### config.mk
export PLATFORM = sky130hd
export DESIGN_NAME = pow2_sdiv
export DESIGN_NICKNAME = d
export VERILOG_FILES = /design/src/rtl/sdiv_pkg.sv /design/src/rtl/sdiv_bias.sv /design/src/rtl/sdiv_sra.sv /design/src/rtl/sdiv_outstage.sv /design/src/rtl/pow2_sdiv.sv
export SDC_FILE = /design/constraint.sdc
export NUM_CORES = 1
export LEC_CHECK = 0
export BUFFER_PORTS_ARGS = -buffer_cell sky130_fd_sc_hd__buf_2
export CORE_ASPECT_RATIO = 2
export CORE_MARGIN = 1
export CORE_UTILIZATION = 23
export CTS_CLUSTER_DIAMETER = 100
export DETAILED_ROUTE_END_ITERATION = 10
export GPL_TIMING_DRIVEN = 0
export PLACE_DENSITY_LB_ADDON = 0.05
export SLEW_MARGIN = 20
export SYNTH_ARGS = -nofsm -noshare
export SYNTH_HDL_FRONTEND = slang
export SYNTH_SLANG_ARGS = --single-unit
### constraint.sdc
create_clock -name clk -period 1 [get_ports clk]
set_clock_uncertainty 0.1 [all_clocks]
set_input_delay 0.2 -clock clk [delete_from_list [all_inputs] [get_ports clk]]
set_output_delay 0.2 -clock clk [all_outputs]
set_load 0.01 [all_outputs]
### src/rtl/sdiv_pkg.sv
package sdiv_pkg;

   // Output presentation of the quotient.
   typedef enum logic {
      OUT_COMB = 1'b0,
      OUT_REG  = 1'b1
   } out_mode_e;

endpackage

### src/rtl/sdiv_bias.sv
// Adds 2^n - 1 to negative operands, in a result one bit wider than the operand.
module sdiv_bias #(
   parameter int DATA_W  = 16,
   parameter int SHIFT_W = $clog2(DATA_W)
) (
   input  logic [DATA_W-1:0]  op_in,
   input  logic [SHIFT_W-1:0] shift_in,
   output logic [DATA_W:0]    biased_out
);

   localparam int EXT_W = DATA_W + 1;

   logic [DATA_W-1:0] low_mask;
   logic              is_neg;
   logic [EXT_W-1:0]  op_ext;
   logic [EXT_W-1:0]  bias_ext;

   // Thermometer mask: bit i is set when i < n, giving 2^n - 1.
   for (genvar i = 0; i < DATA_W; i++) begin : g_mask
      assign low_mask[i] = (shift_in > SHIFT_W'(i));
   end

   assign is_neg   = op_in[DATA_W-1];
   assign op_ext   = {op_in[DATA_W-1], op_in};
   assign bias_ext = {1'b0, low_mask} & {EXT_W{is_neg}};

   always_comb begin
      biased_out = op_ext + bias_ext;
   end

endmodule

### src/rtl/sdiv_sra.sv
// Logarithmic arithmetic right shifter. The sign bit is replicated into the vacated positions.
module sdiv_sra #(
   parameter int DATA_W  = 16,
   parameter int SHIFT_W = $clog2(DATA_W)
) (
   input  logic [DATA_W:0]    val_in,
   input  logic [SHIFT_W-1:0] shift_in,
   output logic [DATA_W-1:0]  val_out
);

   localparam int EXT_W = DATA_W + 1;

   logic [EXT_W-1:0] stage [SHIFT_W+1];

   assign stage[0] = val_in;

   for (genvar k = 0; k < SHIFT_W; k++) begin : g_stage
      localparam int STEP = 1 << k;
      logic [EXT_W-1:0] shifted;
      assign shifted = {{STEP{stage[k][EXT_W-1]}}, stage[k][EXT_W-1:STEP]};
      assign stage[k+1] = shift_in[k] ? shifted : stage[k];
   end

   assign val_out = stage[SHIFT_W][DATA_W-1:0];

endmodule

### src/rtl/sdiv_outstage.sv
// Presents the quotient either directly or through a reset register.
module sdiv_outstage #(
   parameter int                 DATA_W   = 16,
   parameter sdiv_pkg::out_mode_e OUT_MODE = sdiv_pkg::OUT_REG
) (
   input  logic              clk,
   input  logic              rst_n,
   input  logic [DATA_W-1:0] q_in,
   output logic [DATA_W-1:0] q_out
);

   if (OUT_MODE == sdiv_pkg::OUT_REG) begin : g_reg
      logic [DATA_W-1:0] q_r;
      always_ff @(posedge clk or negedge rst_n) begin
         if (!rst_n) q_r <= '0;
         else        q_r <= q_in;
      end
      assign q_out = q_r;
   end else begin : g_comb
      logic unused_ok;
      assign unused_ok = clk ^ rst_n;
      assign q_out     = q_in;
   end

endmodule

### src/rtl/pow2_sdiv.sv
// Signed division by 2^n with the quotient truncated toward zero.
module pow2_sdiv #(
   parameter int                 DATA_W   = 16,
   parameter sdiv_pkg::out_mode_e OUT_MODE = sdiv_pkg::OUT_REG,
   localparam int                SHIFT_W  = $clog2(DATA_W)
) (
   input  logic               clk,
   input  logic               rst_n,
   input  logic [DATA_W-1:0]  dividend,
   input  logic [SHIFT_W-1:0] shamt,
   output logic [DATA_W-1:0]  quotient
);

   // elaboration-time parameter checks
   if (DATA_W < 2) begin : g_bad_width
      $error("pow2_sdiv: DATA_W must be at least 2");
   end
   if ((DATA_W & (DATA_W - 1)) != 0) begin : g_bad_pow2
      $error("pow2_sdiv: DATA_W must be a power of two");
   end

   logic [DATA_W:0]   biased;
   logic [DATA_W-1:0] shifted;

   sdiv_bias #(.DATA_W(DATA_W), .SHIFT_W(SHIFT_W)) u_bias (
      .op_in      (dividend),
      .shift_in   (shamt),
      .biased_out (biased)
   );

   sdiv_sra #(.DATA_W(DATA_W), .SHIFT_W(SHIFT_W)) u_sra (
      .val_in   (biased),
      .shift_in (shamt),
      .val_out  (shifted)
   );

   sdiv_outstage #(.DATA_W(DATA_W), .OUT_MODE(OUT_MODE)) u_out (
      .clk   (clk),
      .rst_n (rst_n),
      .q_in  (shifted),
      .q_out (quotient)
   );

endmodule

-- Word level (Yosys, flattened, before mapping)
Index checks and enable logic that the tools add are counted.
- output and inout bits: 16
- word-level logic and storage cells: 23
- flip-flop bits (word level): 16
- input port bits: 22
- $lt $le $gt $ge: 16
- multiplexer cells: 4
- add/sub/neg operators: 1
- bitwise gates (word level): 1
- operators with widths (cell ; number):
    two-way mux 16 bit ; 4
    greater-than comparator 4 bit, second input constant ; 8
    adder 17 bit ; 1
    bitwise AND 16 x 17 -> 17 bit ; 1
    greater-than comparator 4 x 3 -> 1 bit, second input constant ; 4
    greater-than comparator 4 x 1 -> 1 bit, second input constant ; 2
    greater-than comparator 4 x 2 -> 1 bit, second input constant ; 2

-- Depth between registers and ports, before layout
Gate-level depths: netlist (run 1).
- depth after elaboration: 7
- depth in mapped cells: 17
- mapped depth without buffers: 14

-- By module
From an unflattened synthesis (run 1), not the netlist that was laid out.
- cell total of the unflattened synthesis: 246
- area, all modules: 2048.2 um^2
- by module, submodules not included (module ; sequential area each (um^2) ; area each (um^2) ; cells an instance ; times used):
    sdiv_bias ; 0.0 ; 832.0 ; 115 ; 1
    sdiv_sra ; 0.0 ; 815.8 ; 115 ; 1
    sdiv_outstage ; 400.4 ; 400.4 ; 16 ; 1

-- Worst setup path before layout (run 1)
No wires, ideal clock.
- kind: input port to flip-flop
- start: input port shamt[1]
- end: register u_out.g_reg.q_r[0] (netlist: u_out.q_out[0])
- stages: 13
- required time: 0.761 ns
- library setup time: 0.139 ns
- path slack: -2.589 ns
- path buffers: 3
- arrival time: 3.350 ns
- cell sequence: clkbuf_1 > buf_1 > buf_1 > o21ai_0 > fa_1 > nand2b_1 > a21oi_2 > o21a_2 > a21oi_2 > mux2_4 > o31ai_4 > nor2_1 > or4_1
- cells in the longest elaborated chain, start to end: 7
- elaborated cells between the ends (all ways): 22
- those cells by class: add/sub (1); order compare (16); mux (4); bitwise (1)
- RTL lines (what ; line ; RTL):
    from (decl) ; pow2_sdiv.sv:10 ; input logic [SHIFT_W-1:0] shamt,
    greater-than comparator 4 x 1 -> 1 bit (tied with other cells) ; sdiv_bias.sv:20 ; assign low_mask[i] = (shift_in > SHIFT_W'(i));
    bitwise AND 16 x 17 -> 17 bit ; sdiv_bias.sv:25 ; assign bias_ext = {1'b0, low_mask} & {EXT_W{is_neg}};
    adder 17 bit ; sdiv_bias.sv:28 ; biased_out = op_ext + bias_ext;
    two-way mux 16 bit ; sdiv_sra.sv:21 ; assign stage[k+1] = shift_in[k] ? shifted : stage[k];
    two-way mux 16 bit (*) (3 in a row) ; sdiv_sra.sv:21 ;
    net shifted[0] ; pow2_sdiv.sv:23 ; logic [DATA_W-1:0] shifted;
    to (signal assigned) ; sdiv_outstage.sv:16 ; else q_r <= q_in;
    to (decl) ; sdiv_outstage.sv:13 ; logic [DATA_W-1:0] q_r;
The timed path passes the listed nets; every way through them passes the cells marked *.

-- Final worst setup path (run 1)
- start: input port shamt[2]
- end: register u_out.g_reg.q_r[0] (netlist: u_out.q_out[0])
- cells in the longest elaborated chain, start to end: 7
- elaborated cells between the ends (all ways): 22
- those cells by class: add/sub (1); order compare (16); mux (4); bitwise (1)
- RTL lines (what ; line):
    greater-than comparator 4 x 1 -> 1 bit (tied with other cells) ; sdiv_bias.sv:20
    bitwise AND 16 x 17 -> 17 bit ; sdiv_bias.sv:25
    adder 17 bit ; sdiv_bias.sv:28
    two-way mux 16 bit (2 in a row) ; sdiv_sra.sv:21
    two-way mux 16 bit (*) (2 in a row) ; sdiv_sra.sv:21
    net shifted[0] ; pow2_sdiv.sv:23
Marked as above.

==> results of run 1 <==
-- per-stage QoR --
step | setup TNS (ns) | total power, mW | cells
2_1_floorplan | -28.34 | 2.02 | 303
4_1_cts | -30.40 | 3.87 | 508
6_report | -30.23 | 4.25 | 536
5_1_grt | -32.04 | 4.48 | 536
3_5_place_dp | -40.15 | 2.52 | 471
3_3_place_gp | -40.25 | 2.52 | 471
-- cells in the mapped netlist (all sizes together), types with 5 or more instances --
master  count  area, sq um
buf         9         48.8
mux2        5         60.1
dfrtp      16          400
clkbuf     11         41.3
a21boi      5         37.5
nand2      31          116
xor2        6         52.6
a211oi      7         62.6
and2        5         31.3
ha         15          188
o21ai      22          110
o211ai      6         55.1
inv         9         33.8
nor2       33          124
a21oi      28          155
nor3        6         30.0
mux2i      16          160
-- repair_timing --
item                                    4_1_cts  5_1_grt
setup buffers                                36       29
endpoints found under the setup margin       32       32
hold endpoints to repair                     16        0
resized for setup                            92       65
hold buffers                                  1        0
pin swaps                                    42       50
-- worst max-delay path, stage by stage --
cell and delay (ns):
sky130_fd_sc_hd__buf_12 0.11, sky130_fd_sc_hd__buf_8 0.11, sky130_fd_sc_hd__clkbuf_16 0.14, sky130_fd_sc_hd__clkbuf_16 0.15, sky130_fd_sc_hd__o21a_1 0.20, sky130_fd_sc_hd__ha_4 0.28, sky130_fd_sc_hd__buf_6 0.11, sky130_fd_sc_hd__nand4_1 0.19
sky130_fd_sc_hd__a21oi_4 0.24, sky130_fd_sc_hd__a21oi_2 0.10, sky130_fd_sc_hd__xor2_2 0.31, sky130_fd_sc_hd__a2bb2oi_2 0.17, sky130_fd_sc_hd__o21ai_2 0.10, sky130_fd_sc_hd__nor3b_1 0.14, sky130_fd_sc_hd__or4_1 0.49
-- area by class of cell --
| cell class | instances | area, sq um |
|---|---|---|
| Buffer | 17 | 294 |
| Clock buffer | 4 | 88.8 |
| Fill cell | 1026 | 5410 |
| Inverter | 9 | 46.3 |
| Multi-Input combinational cell | 258 | 2530 |
| Sequential cell | 16 | 400 |
| Tap cell | 132 | 165 |
| Timing Repair Buffer | 100 | 772 |
-- cell families (layout without fill, tap and decap cells) --
kind of cell	count (synthesis)	in the layout	share of synthesized area (%)
compound gates	106	106	33.0
xor+xnor	10	10	3.83
fa+ha+maj	16	16	9.08
buf+inv	29	130	5.42
flops	16	16	17.5
mux	21	21	9.63
simple gates	105	105	21.5
-- per-layer routing --
metal	up-vias	routed length, um
met1	1291	3200
li1	1327	-
met2	91	5700
met5	-	0
met3	44	226
met4	0	855
-- worst max path at each step --
stage | from | to | depth (start not counted)
after global placement | shamt[0] | u_out.q_out[0] | 14
after global routing | shamt[2] | u_out.q_out[0] | 16
after detailed placement | shamt[0] | u_out.q_out[0] | 14
after CTS | shamt[2] | u_out.q_out[0] | 16
after floorplan | shamt[3] | u_out.q_out[0] | 14
final | shamt[2] | u_out.q_out[0] | 15
-- power breakdown --
group	internal, mW	switching, mW
logic	1.28	1.36
clock network	0.607	0.244
registers	0.741	0.0161
==> impl_summary.log, run 1 <==
[metrics] Power per Cell Area: roughly 990 nW/um^2
[metrics] worst path required time: a little over 1 ns
[metrics] CTS Root Cell: sky130_fd_sc_hd__clkbuf_16
[metrics] number of distinct library cells after synthesis: 66
[metrics] Max Slew Vio Count: 0
[metrics] post-detailed-placement half-perimeter wirelength: between 7000 and 8000 um
[metrics] outcome: complete, but fails checks
[metrics] global-route met3 utilization: around 1.1%
[metrics] sequential element share of the synthesized area: 17.5%
[metrics] DRC: 0
[metrics] Port Buffers: 36
[metrics] GRT Util Overall: between 10% and 20%
[metrics] first-pass GRT wire length: 14,900 um
[metrics] Worst Setup End Kind: flip-flop
[metrics] most frequent cells in the layout: 49 x sky130_fd_sc_hd__buf_4, 33 x sky130_fd_sc_hd__buf_2, 24 x sky130_fd_sc_hd__nand2_1
[metrics] antenna-violating nets left: 0
[metrics] CTS H-tree lvls: 1
[metrics] violations in the final reports: negative setup slack
[metrics] Reg clk slew, reported paths: about 0.05 ns
[metrics] number of flip-flops in the largest register: 16
[metrics] maximum number of pins on one net before global-route repair: 17
[metrics] total of max-cap violations: 0
[metrics] wire length reported by the detailed router: 9990 um
[metrics] Max Fanout on Critical Path: 7
[metrics] final standard cell utilization of the core: around 44%
[metrics] dpl ws: -2.81 ns
[metrics] type of origin of the critical path: input port
[metrics] global routing usage on met2: around two fifths
[metrics] total setup violations reported at the end of the flow: 32
[metrics] commonest non-fill, non-tap cell in the layout: sky130_fd_sc_hd__buf_4
[metrics] number of antenna cells inserted: 0
[metrics] effective utilization at floorplan: 23.6%
[metrics] met1 Resource Use GR: 17.0%
[metrics] Worst Hold Margin: around 0.28 ns
[metrics] unrepaired setup endpoints after global routing: yes
[metrics] data arrival time of the critical path: roughly 3 ns
[metrics] clk buf depth: 2
[metrics] number of nets at the end of the flow: 443
[metrics] Avg Cell Area, Syn: around 7.5 sq um
[metrics] total vias in the final route: approximately 2,800
[metrics] warnings from Yosys: 0
[metrics] layout cells sized above 1: around 58%
[metrics] critical path class: in -> reg
[metrics] final instance area: approximately 4300 sq um
[metrics] standard-cell row count: just over 50
[metrics] final-report hold violation count: 0
[metrics] global route total overflow: 0
[metrics] Synth Net Count: between 300 and 400
[metrics] DP Area: just under 3000 sq um
[metrics] type of the tightest min-delay check: in -> async
[metrics] Final GP Congestion: ~0.84
[metrics] dominant register cell in the synthesized netlist: sky130_fd_sc_hd__dfrtp_1
[metrics] final worst setup slack: -2.03 ns
[metrics] total standard cell area after synthesis: 2290 sq um
[metrics] TritonCTS clock tree: built
[metrics] DIE HEIGHT: approximately 140 um
[metrics] post-synthesis register bit count: 16
[metrics] Clock Sinks: 16
[metrics] transition time at the pin with the least slew margin: between 0.6 and 0.7 ns
[metrics] number of antenna violations at the first check in global routing: 0
[metrics] worst slew margin relative to its limit: a little under three fifths
[metrics] fraction of registers with async set/reset: 100%
[metrics] Horiz. Die Dim: between 70 and 80 um
[metrics] DIE AREA: approximately 10,000 sq um
[metrics] cells after synthesis: 303
[metrics] via density per instance: slightly above 5
[metrics] mean routed wirelength per cell: 18.6 um
[metrics] number of primary I/O pins: 38
[metrics] DR iter-0 viols: about 140
[metrics] Final period util: 303%
[metrics] TritonCTS Buffers: 3
[metrics] time the final worst path needs with I/O delays and setup: 3.03 ns
[metrics] GRT busiest layer: met2
[metrics] vias in the first global route: roughly 2,700
[metrics] Achievable Freq: between 0.3 and 0.4 GHz
[metrics] static leakage power: ~1.8 nW
[metrics] core area: around 9700 sq um
[metrics] Synth-to-Final Area Change: 87.7%
[metrics] first-pass iteration count of the detailed router: 4
[metrics] maximum vdd ir drop: around 0.62 mV
[metrics] number of enable-type register cells in the synthesized netlist: 0
Note: power is estimated with default switching activity, not from simulation.
==> inputs of run 2 (changes only) <==
- CORE_UTILIZATION: 23 -> 60
- RECOVER_POWER: unset -> 50
==> impl_summary.log, run 2 <==
[metrics] fraction of registers with async set/reset: 100% (unchanged)
[metrics] TritonCTS Buffers: 3 (unchanged)
[metrics] DP Area: 2840 sq um (was 2940 sq um)
[metrics] leading cell types by total area after synthesis: sky130_fd_sc_hd__dfrtp_1 18%, sky130_fd_sc_hd__ha_1 8.2%, sky130_fd_sc_hd__mux2i_1 7.0%, sky130_fd_sc_hd__nor2_1 5.4%, sky130_fd_sc_hd__a21oi_1 5.3% (unchanged)
[metrics] share of the synthesized area in the top cell type: 17.5% (unchanged)
[metrics] Horiz. Die Dim: 45.7 um (was 72.5 um)
[metrics] number of enable-type register cells in the synthesized netlist: 0 (unchanged)
[metrics] number of distinct library cells after synthesis: 66 (unchanged)
[metrics] Synth Net Count: 341 (unchanged)
[metrics] cells after synthesis: 303 (unchanged)
[metrics] Port Buffers: 36 (unchanged)
[metrics] clk buf depth: 2 (unchanged)
[metrics] Avg Cell Area, Syn: 7.55 sq um (unchanged)
[metrics] Clock Sinks: 16 (unchanged)
[metrics] number of setup buffers added after CTS: 43 (was 36)
[metrics] most frequent cells after synthesis: 33 x sky130_fd_sc_hd__nor2_1, 31 x sky130_fd_sc_hd__nand2_1, 24 x sky130_fd_sc_hd__a21oi_1, 18 x sky130_fd_sc_hd__o21ai_0 (unchanged)
[metrics] cell with the most instances after synthesis: sky130_fd_sc_hd__nor2_1 (unchanged)
[metrics] CTS H-tree lvls: 1 (unchanged)
[metrics] sequential element share of the synthesized area: 17.5% (unchanged)
[metrics] last stage reached: 4_1_cts
[metrics] post-detailed-placement half-perimeter wirelength: 6140 um (was 7400 um)
[metrics] dominant register cell in the synthesized netlist: sky130_fd_sc_hd__dfrtp_1 (unchanged)
[metrics] Final GP Congestion: 0.959 (was 0.836)
[metrics] effective utilization at floorplan: 62.7% (was 23.6%)
[metrics] dpl ws: -2.69 ns (was -2.81 ns)
[metrics] outcome: stopped before the end (was complete, but fails checks)
[metrics] post-synthesis register bit count: 16 (unchanged)
[metrics] standard-cell row count: 31 (was 51)
[metrics] First Error: [ERROR DPL-0038] Utilization greater than 100%, impossible to legalize
[metrics] area leader, netlist: sky130_fd_sc_hd__dfrtp_1 (unchanged)
[metrics] warnings from Yosys: 0 (unchanged)
[metrics] hold buffers post-CTS: 1 (unchanged)
[metrics] CTS Root Cell: sky130_fd_sc_hd__clkbuf_8 (was sky130_fd_sc_hd__clkbuf_16)
[metrics] number of primary I/O pins: 38 (unchanged)
[metrics] DIE HEIGHT: 89.3 um (was 143 um)
[metrics] cts repair resizes: 100 (was 92)
[metrics] total standard cell area after synthesis: 2290 sq um (unchanged)
## run 2: cell counts after synthesis
Identical to the previous run, type by type.
## run 2: logic make-up after synthesis
kind of cell	after synthesis	synth area share, %
DFF	16	17.5
buffers and inverters	29	5.42
adders and majority gates	16	9.08
AOI/OAI and AO/OA	106	33.0
xor gates and xnor gates	10	3.83
muxes	21	9.63
and+or+nand+nor	105	21.5
## run 2: metrics by stage
step | std cells | TNS [ns]
3_3_place_gp | 388 | -37.15
3_5_place_dp | 388 | -38.00
2_1_floorplan | 303 | -28.34
==> inputs of run 3 (changes only) <==
- CORE_ASPECT_RATIO: 2 -> unset
- CORE_UTILIZATION: 60 -> 40
- CTS_CLUSTER_DIAMETER: 100 -> unset
- PLACE_DENSITY_LB_ADDON: 0.05 -> 0.15
==> impl_summary.log, run 3 (same netlist as run 1, synthesis figures left out) <==
[metrics] outcome: complete, but fails checks (was stopped before the end)
[metrics] violations in the final reports: negative setup slack
[metrics] data arrival time of the critical path: ~3.1 ns
[metrics] Worst Hold Margin: between 0.2 and 0.3 ns
[metrics] number of nets at the end of the flow: ~450
[metrics] Power per Cell Area: 965 nW/um^2
[metrics] vias in the first global route: approximately 2,700
[metrics] type of origin of the critical path: input port
[metrics] DIE AREA: 6020 sq um
[metrics] portion of total power attributed to combinational logic: 66.6%
[metrics] layout cells sized above 1: between 60% and 70%
[metrics] type of the tightest min-delay check: in -> reg
[metrics] via density per instance: 6.36
[metrics] CTS Root Cell: sky130_fd_sc_hd__clkbuf_8 (unchanged)
[metrics] part of the power in the clock network: 14.2%
[metrics] Non-Filler Instances: about 480
[metrics] Achievable Freq: about 0.33 GHz
[metrics] DIE HEIGHT: 77.6 um (was 89.3 um)
[metrics] unrepaired setup endpoints after global routing: yes
[metrics] commonest non-fill, non-tap cell in the layout: sky130_fd_sc_hd__buf_4
[metrics] Final GP Congestion: 0.888 (was 0.959)
[metrics] first-pass iteration count of the detailed router: 5
[metrics] static leakage power: approximately 1.8 nW
[metrics] effective utilization at floorplan: 41.5% (was 62.7%)
[metrics] Clock Sinks: 16 (unchanged)
[metrics] wire length reported by the detailed router: between 9000 and 10,000 um
[metrics] timing startpoint of the critical path: shamt[2]
[metrics] Switching Power: approximately 1.6 mW
[metrics] TritonCTS Buffers: 3 (unchanged)
[metrics] final standard cell utilization of the core: 74.3%
[metrics] mean routed wirelength per cell: between 20 and 25 um
[metrics] DRC: 0
[metrics] worst slew margin relative to its limit: between 50% and 60%
[metrics] number of antenna violations at the first check in global routing: 0
[metrics] clk buf depth: 2 (unchanged)
[metrics] final-report hold violation count: 0
[metrics] Max Slew Vio Count: 0
[metrics] post-detailed-placement half-perimeter wirelength: 5440 um (was 6140 um)
[metrics] DR iter-0 viols: 303
[metrics] maximum number of pins on one net before global-route repair: 17
[metrics] global route total overflow: 0
[metrics] antenna-violating nets left: 0
[metrics] Inst Count DP: 411 (was 388)
[metrics] CTS H-tree lvls: 1 (unchanged)
[metrics] Reg clk slew, reported paths: ~0.060 ns
[metrics] sequential share of power: a little under a fifth
[metrics] core area: about 5500 sq um
[metrics] Max Fanout on Critical Path: 6
[metrics] Synth-to-Final Area Change: 79.0%
[metrics] most frequent cells in the layout: 54 x sky130_fd_sc_hd__buf_4, 33 x sky130_fd_sc_hd__buf_2, 23 x sky130_fd_sc_hd__nor2_1
[metrics] internal power: 2.33 mW
[metrics] total setup violations reported at the end of the flow: 32
[metrics] Final period util: 304%
[metrics] Port Buffers: 36 (unchanged)
[metrics] number of antenna cells inserted: 0
[metrics] standard-cell row count: 27 (was 31)
[metrics] transition time at the pin with the least slew margin: just over 0.7 ns
[metrics] final worst setup slack: -2.04 ns
[metrics] first-pass GRT wire length: around 14,000 um
[metrics] worst path required time: approximately 1.0 ns
[metrics] critical path class: in -> reg
[metrics] number of flip-flops in the largest register: 16
[metrics] time the final worst path needs with I/O delays and setup: slightly above 3 ns
[metrics] total of max-cap violations: 0
[metrics] Worst Setup End Kind: flip-flop
[metrics] GRT Util Overall: between 20% and 30%
[metrics] Horiz. Die Dim: 77.6 um (was 45.7 um)
[metrics] dpl ws: -2.67 ns (was -2.69 ns)
[metrics] total vias in the final route: between 3,000 and 4,000
[metrics] launch point of the worst hold path: shamt[2]
[metrics] number of primary I/O pins: 38 (unchanged)
[metrics] TritonCTS clock tree: built
[metrics] switching power as a share of total power: between 40% and 50%
[metrics] maximum vdd ir drop: between 0.5 and 0.6 mV
[run 3: critical path, cell delays in order]
cell                        delay (ns)
sky130_fd_sc_hd__buf_8            0.11
sky130_fd_sc_hd__buf_8            0.13
sky130_fd_sc_hd__clkbuf_16        0.15
sky130_fd_sc_hd__buf_6            0.12
sky130_fd_sc_hd__a21oi_4          0.17
sky130_fd_sc_hd__nor2b_4          0.06
sky130_fd_sc_hd__ha_4             0.30
sky130_fd_sc_hd__o211ai_1         0.18
sky130_fd_sc_hd__o211ai_4         0.32
sky130_fd_sc_hd__nand2_1          0.14
sky130_fd_sc_hd__xnor2_2          0.18
sky130_fd_sc_hd__mux2i_1          0.23
sky130_fd_sc_hd__mux2_4           0.22
sky130_fd_sc_hd__nor2_1           0.04
sky130_fd_sc_hd__or4_1            0.51
[run 3: layout make-up]
type                       count  area, sq um
inverter                       9         41.3
clock buffer                   4         55.1
multi-input combinational    259         2500
buffer                        18          278
tap                           72         90.1
timing repair buffer         100          731
sequential                    16          400
fill                         347         1410
[run 3: power groups by stage]
| stage | clock network (mW) | registers (mW) | logic, mW |
|---|---|---|---|
| floorplan | 0 | 0.829 | 1.19 |
| global placement | 0 | 0.767 | 1.67 |
| detailed placement | 0 | 0.769 | 1.68 |
| CTS | 0.577 | 0.757 | 2.19 |
| global route | 0.604 | 0.767 | 2.76 |
| finish | 0.562 | 0.757 | 2.63 |
[run 3: metal layers]
| metal | wire, um | GRT usage [%] |
|---|---|---|
| met5 | 0 | 0 |
| met4 | 503 | 11.5 |
| met3 | 797 | 5.18 |
| met2 | 4630 | 47.9 |
| met1 | 3730 | 36.7 |
[run 3: path summary, 6_finish.rpt]
path | endpoint | slack [ns] | cells past startpoint
min in group asynchronous | u_out.q_out[7] | 0.30 | 2
max in group asynchronous | u_out.q_out[5] | 0.23 | 2
max | u_out.q_out[0] | -2.04 | 15
min | u_out.q_out[15] | 0.27 | 5
[run 3: through the flow]
step / setup TNS (ns) / instance area, sq um / total power [mW]
2_1_floorplan: -28.34 / 2600 / 2.02
3_3_place_gp: -37.91 / 2870 / 2.44
3_5_place_dp: -37.88 / 2870 / 2.45
4_1_cts: -28.24 / 3670 / 3.52
5_1_grt: -31.86 / 4090 / 4.13
6_report: -30.17 / 4090 / 3.95
[run 3: repair_timing]
item | in CTS | in global routing
setup endpoints to repair | 32 | 32
cloned | 0 | 1
resized for setup | 93 | 56
setup buffers | 37 | 26
pin swaps | 39 | 41
endpoints found under the hold margin | 16 | 0
hold buffers | 1 | 0
==> inputs of run 4 (changes only) <==
- CORE_UTILIZATION: 40 -> 45
- SYNTH_HIERARCHICAL: unset -> 1
==> impl_summary.log, run 4 <==
[metrics] outcome: complete, but fails checks (unchanged)
[metrics] violations in the final reports: negative setup slack (unchanged)
[metrics] final-report hold violation count: 0 (unchanged)
[metrics] maximum vdd ir drop: 0.437 mV (was 0.519 mV)
[metrics] time the final worst path needs with I/O delays and setup: 2.93 ns (was 3.04 ns)
[metrics] wire length reported by the detailed router: 6170 um (was 9660 um)
[metrics] core area: 4350 sq um (was 5510 sq um)
[metrics] layout cells sized above 1: 51.3% (was 60.1%)
[metrics] Power per Cell Area: 1100 nW/um^2 (was 965 nW/um^2)
[metrics] total of max-cap violations: 0 (unchanged)
[metrics] number of antenna cells inserted: 0 (unchanged)
[metrics] CTS H-tree lvls: 1 (unchanged)
[metrics] Avg Cell Area, Syn: 8.33 sq um (was 7.55 sq um)
[metrics] standard-cell row count: 24 (was 27)
[metrics] antenna-violating nets left: 0 (unchanged)
[metrics] number of enable-type register cells in the synthesized netlist: 0 (unchanged)
[metrics] transition time at the pin with the least slew margin: 0.572 ns (was 0.704 ns)
[metrics] GRT Util Overall: 25.8% (was 28.8%)
[metrics] commonest non-fill, non-tap cell in the layout: sky130_fd_sc_hd__buf_2 (was sky130_fd_sc_hd__buf_4)
[metrics] total vias in the final route: 2,171 (was 3,038)
[metrics] critical path class: in -> reg (unchanged)
[metrics] post-synthesis register bit count: 16 (unchanged)
[metrics] Achievable Freq: 0.341 GHz (was 0.328 GHz)
[metrics] data arrival time of the critical path: 2.97 ns (was 3.06 ns)
[metrics] DIE AREA: 4830 sq um (was 6020 sq um)
[metrics] first-pass GRT wire length: 10,100 um (was 13,700 um)
[metrics] vias in the first global route: 2,201 (was 2,719)
[metrics] worst path required time: 1.04 ns (was 1.01 ns)
[metrics] static leakage power: 1.32 nW (was 1.78 nW)
[metrics] Reg clk slew, reported paths: 0.06 ns (about the same)
[metrics] Final GP Congestion: 0.933 (was 0.888)
[metrics] DR iter-0 viols: 178 (was 303)
[metrics] type of origin of the critical path: input port (unchanged)
[metrics] number of nets at the end of the flow: 351 (was 445)
[metrics] final standard cell utilization of the core: 69.8% (was 74.3%)
[metrics] fraction of registers with async set/reset: 100% (unchanged)
[metrics] Max Fanout on Critical Path: 5 (was 6)
[metrics] summed negative setup slack over all endpoints: -28.76 ns (was -30.17 ns)
[metrics] mean routed wirelength per cell: 16.9 um (was 20.2 um)
[metrics] DIE HEIGHT: 69.5 um (was 77.6 um)
[metrics] final worst setup slack: -1.93 ns (was -2.04 ns)
[metrics] number of antenna violations at the first check in global routing: 0 (unchanged)
[metrics] sequential element share of the synthesized area: 19.5% (was 17.5%)
[metrics] most frequent cells after synthesis: 26 x sky130_fd_sc_hd__nor2_1, 22 x sky130_fd_sc_hd__nand2_1, 16 x sky130_fd_sc_hd__a21oi_1, 16 x sky130_fd_sc_hd__dfrtp_1, 15 x sky130_fd_sc_hd__ha_1 (was 33 x sky130_fd_sc_hd__nor2_1, 31 x sky130_fd_sc_hd__nand2_1, 24 x sky130_fd_sc_hd__a21oi_1, 18 x sky130_fd_sc_hd__o21ai_0)
[metrics] Worst Setup End Kind: flip-flop (unchanged)
[metrics] effective utilization at floorplan: 47.0% (was 41.5%)
[metrics] global route total overflow: 0 (unchanged)
[metrics] cells after synthesis: 246 (was 303)
[metrics] Max Slew Vio Count: 0 (unchanged)
[metrics] number of primary I/O pins: 38 (unchanged)
[metrics] number of flip-flops in the largest register: 16 (unchanged)
[metrics] most frequent cells in the layout: 35 x sky130_fd_sc_hd__buf_2, 25 x sky130_fd_sc_hd__nor2_1, 24 x sky130_fd_sc_hd__buf_4 (was 54 x sky130_fd_sc_hd__buf_4, 33 x sky130_fd_sc_hd__buf_2, 23 x sky130_fd_sc_hd__nor2_1)
[metrics] clk buf depth: 2 (unchanged)
[metrics] area leader, netlist: sky130_fd_sc_hd__dfrtp_1 (unchanged)
[metrics] Final period util: 293% (was 304%)
[metrics] warnings from Yosys: 6 (was 0)
[metrics] via density per instance: 5.96 (was 6.36)
[metrics] first-pass iteration count of the detailed router: 4 (was 5)
[metrics] worst slew margin relative to its limit: 61.9% (was 53.1%)
[metrics] total setup violations reported at the end of the flow: 32 (unchanged)
[metrics] Synth-to-Final Area Change: 48.4% (was 79.0%)
[metrics] TritonCTS Buffers: 3 (unchanged)
[metrics] number of distinct library cells after synthesis: 57 (was 66)
[metrics] Horiz. Die Dim: 69.5 um (was 77.6 um)
[metrics] Synth Net Count: 284 (was 341)
[metrics] Port Buffers: 35 (was 36)
[metrics] total standard cell area after synthesis: 2050 sq um (was 2290 sq um)
[metrics] dominant register cell in the synthesized netlist: sky130_fd_sc_hd__dfrtp_1 (unchanged)
[metrics] cell with the most instances after synthesis: sky130_fd_sc_hd__nor2_1 (unchanged)
[metrics] type of the tightest min-delay check: in -> async (was in -> reg)
[metrics] DRC: 0 (unchanged)
[metrics] CTS Root Cell: sky130_fd_sc_hd__clkbuf_8 (unchanged)
[metrics] leading cell types by total area after synthesis: sky130_fd_sc_hd__dfrtp_1 20%, sky130_fd_sc_hd__ha_1 9.2%, sky130_fd_sc_hd__mux2_2 7.7%, sky130_fd_sc_hd__nor2_1 4.8%, sky130_fd_sc_hd__nand2_1 4.0% (was sky130_fd_sc_hd__dfrtp_1 18%, sky130_fd_sc_hd__ha_1 8.2%, sky130_fd_sc_hd__mux2i_1 7.0%, sky130_fd_sc_hd__nor2_1 5.4%, sky130_fd_sc_hd__a21oi_1 5.3%)
[metrics] share of the synthesized area in the top cell type: 19.5% (was 17.5%)
[metrics] maximum number of pins on one net before global-route repair: 17 (unchanged)
[metrics] TritonCTS clock tree: built (unchanged)
[metrics] unrepaired setup endpoints after global routing: yes (unchanged)
[metrics] post-detailed-placement half-perimeter wirelength: 4260 um (was 5440 um)
[metrics] Clock Sinks: 16 (unchanged)
## run 4: changes by cell type after synthesis, sizes merged, moves of 6 or more
cell   before  now
mux2        5   16
a21oi      28   18
mux2i      16    8
nand2      31   23
nor2       33   27
## run 4: power by group
part	internal, mW	switching [mW]	total, mW
registers	0.746	0.0185	0.764
clock network	0.349	0.212	0.561
logic	0.971	1.05	2.02
total	2.07	1.28	3.35
## run 4: area by class of cell
type,count,area [sq um]
Buffer,14,111
Clock buffer,4,55.1
Fill cell,343,1310
Inverter,9,33.8
Multi-Input combinational cell,207,1950
Sequential cell,16,400
Tap cell,52,65.1
Timing Repair Buffer,62,428
## run 4: critical path, stage by stage
cell	delay [ns]
sky130_fd_sc_hd__buf_12	0.11
sky130_fd_sc_hd__o21ai_4	0.17
sky130_fd_sc_hd__nand2_2	0.09
sky130_fd_sc_hd__ha_4	0.17
sky130_fd_sc_hd__fa_2	0.35
sky130_fd_sc_hd__a21oi_2	0.17
sky130_fd_sc_hd__o211ai_2	0.15
sky130_fd_sc_hd__a211oi_4	0.33
sky130_fd_sc_hd__a32o_2	0.25
sky130_fd_sc_hd__nor3_4	0.05
sky130_fd_sc_hd__mux2_4	0.30
sky130_fd_sc_hd__mux4_2	0.46
sky130_fd_sc_hd__o21a_1	0.18
## run 4: layer usage
layer  wire length (um)  global-route usage (%)  share of wire, %
met3                298                    1.89               4.8
met4                193                    14.3               3.1
met5                  0                       0                 0
met2               3160                    45.2                51
met1               2510                    31.3                41
## run 4: worst paths after layout
path	start	slack, ns	to	cells past startpoint
worst max-delay path	shamt[2]	-1.93	u_out/q_out[5]	13
worst min-delay path	rst_n	0.32	u_out/q_out[6]	2
max in group asynchronous	rst_n	0.21	u_out/q_out[2]	2
min in group clk	shamt[3]	0.36	u_out/q_out[11]	4
## run 4: cell families after synthesis
| logic type | Yosys count | synth area share (%) |
|---|---|---|
| flip-flops | 16 | 19.5 |
| XOR/XNOR | 13 | 5.56 |
| AND/OR/NAND/NOR | 74 | 17.0 |
| AO/OA/AOI/OAI | 78 | 27.1 |
| adder cells (fa/ha/maj) | 16 | 10.1 |
| multiplexers | 26 | 15.3 |
| buffers and inverters | 23 | 5.38 |
## run 4: stage by stage
step | hold slack [ns] | setup WS (ns) | cell area, sq um | instances | power, mW
floorplan | -0.196 | -2.04 | 2280 | 246 | 2.00
global route | 0.351 | -2.00 | 3040 | 364 | 3.55
finish | 0.317 | -1.93 | 3040 | 364 | 3.35
global placement | 0.0202 | -2.53 | 2520 | 333 | 2.41
CTS | 0.303 | -1.91 | 2930 | 359 | 3.23
detailed placement | 0.0276 | -2.54 | 2520 | 333 | 2.41
## run 4: timing repair
| action | CTS | global route |
|---|---|---|
| pin swaps | 24 | 12 |
| endpoints found under the setup margin | 32 | 32 |
| hold buffers | 1 | 0 |
| buffers inserted | 21 | 5 |
| gates resized for setup | 41 | 13 |
| hold endpoints to repair | 16 | 0 |
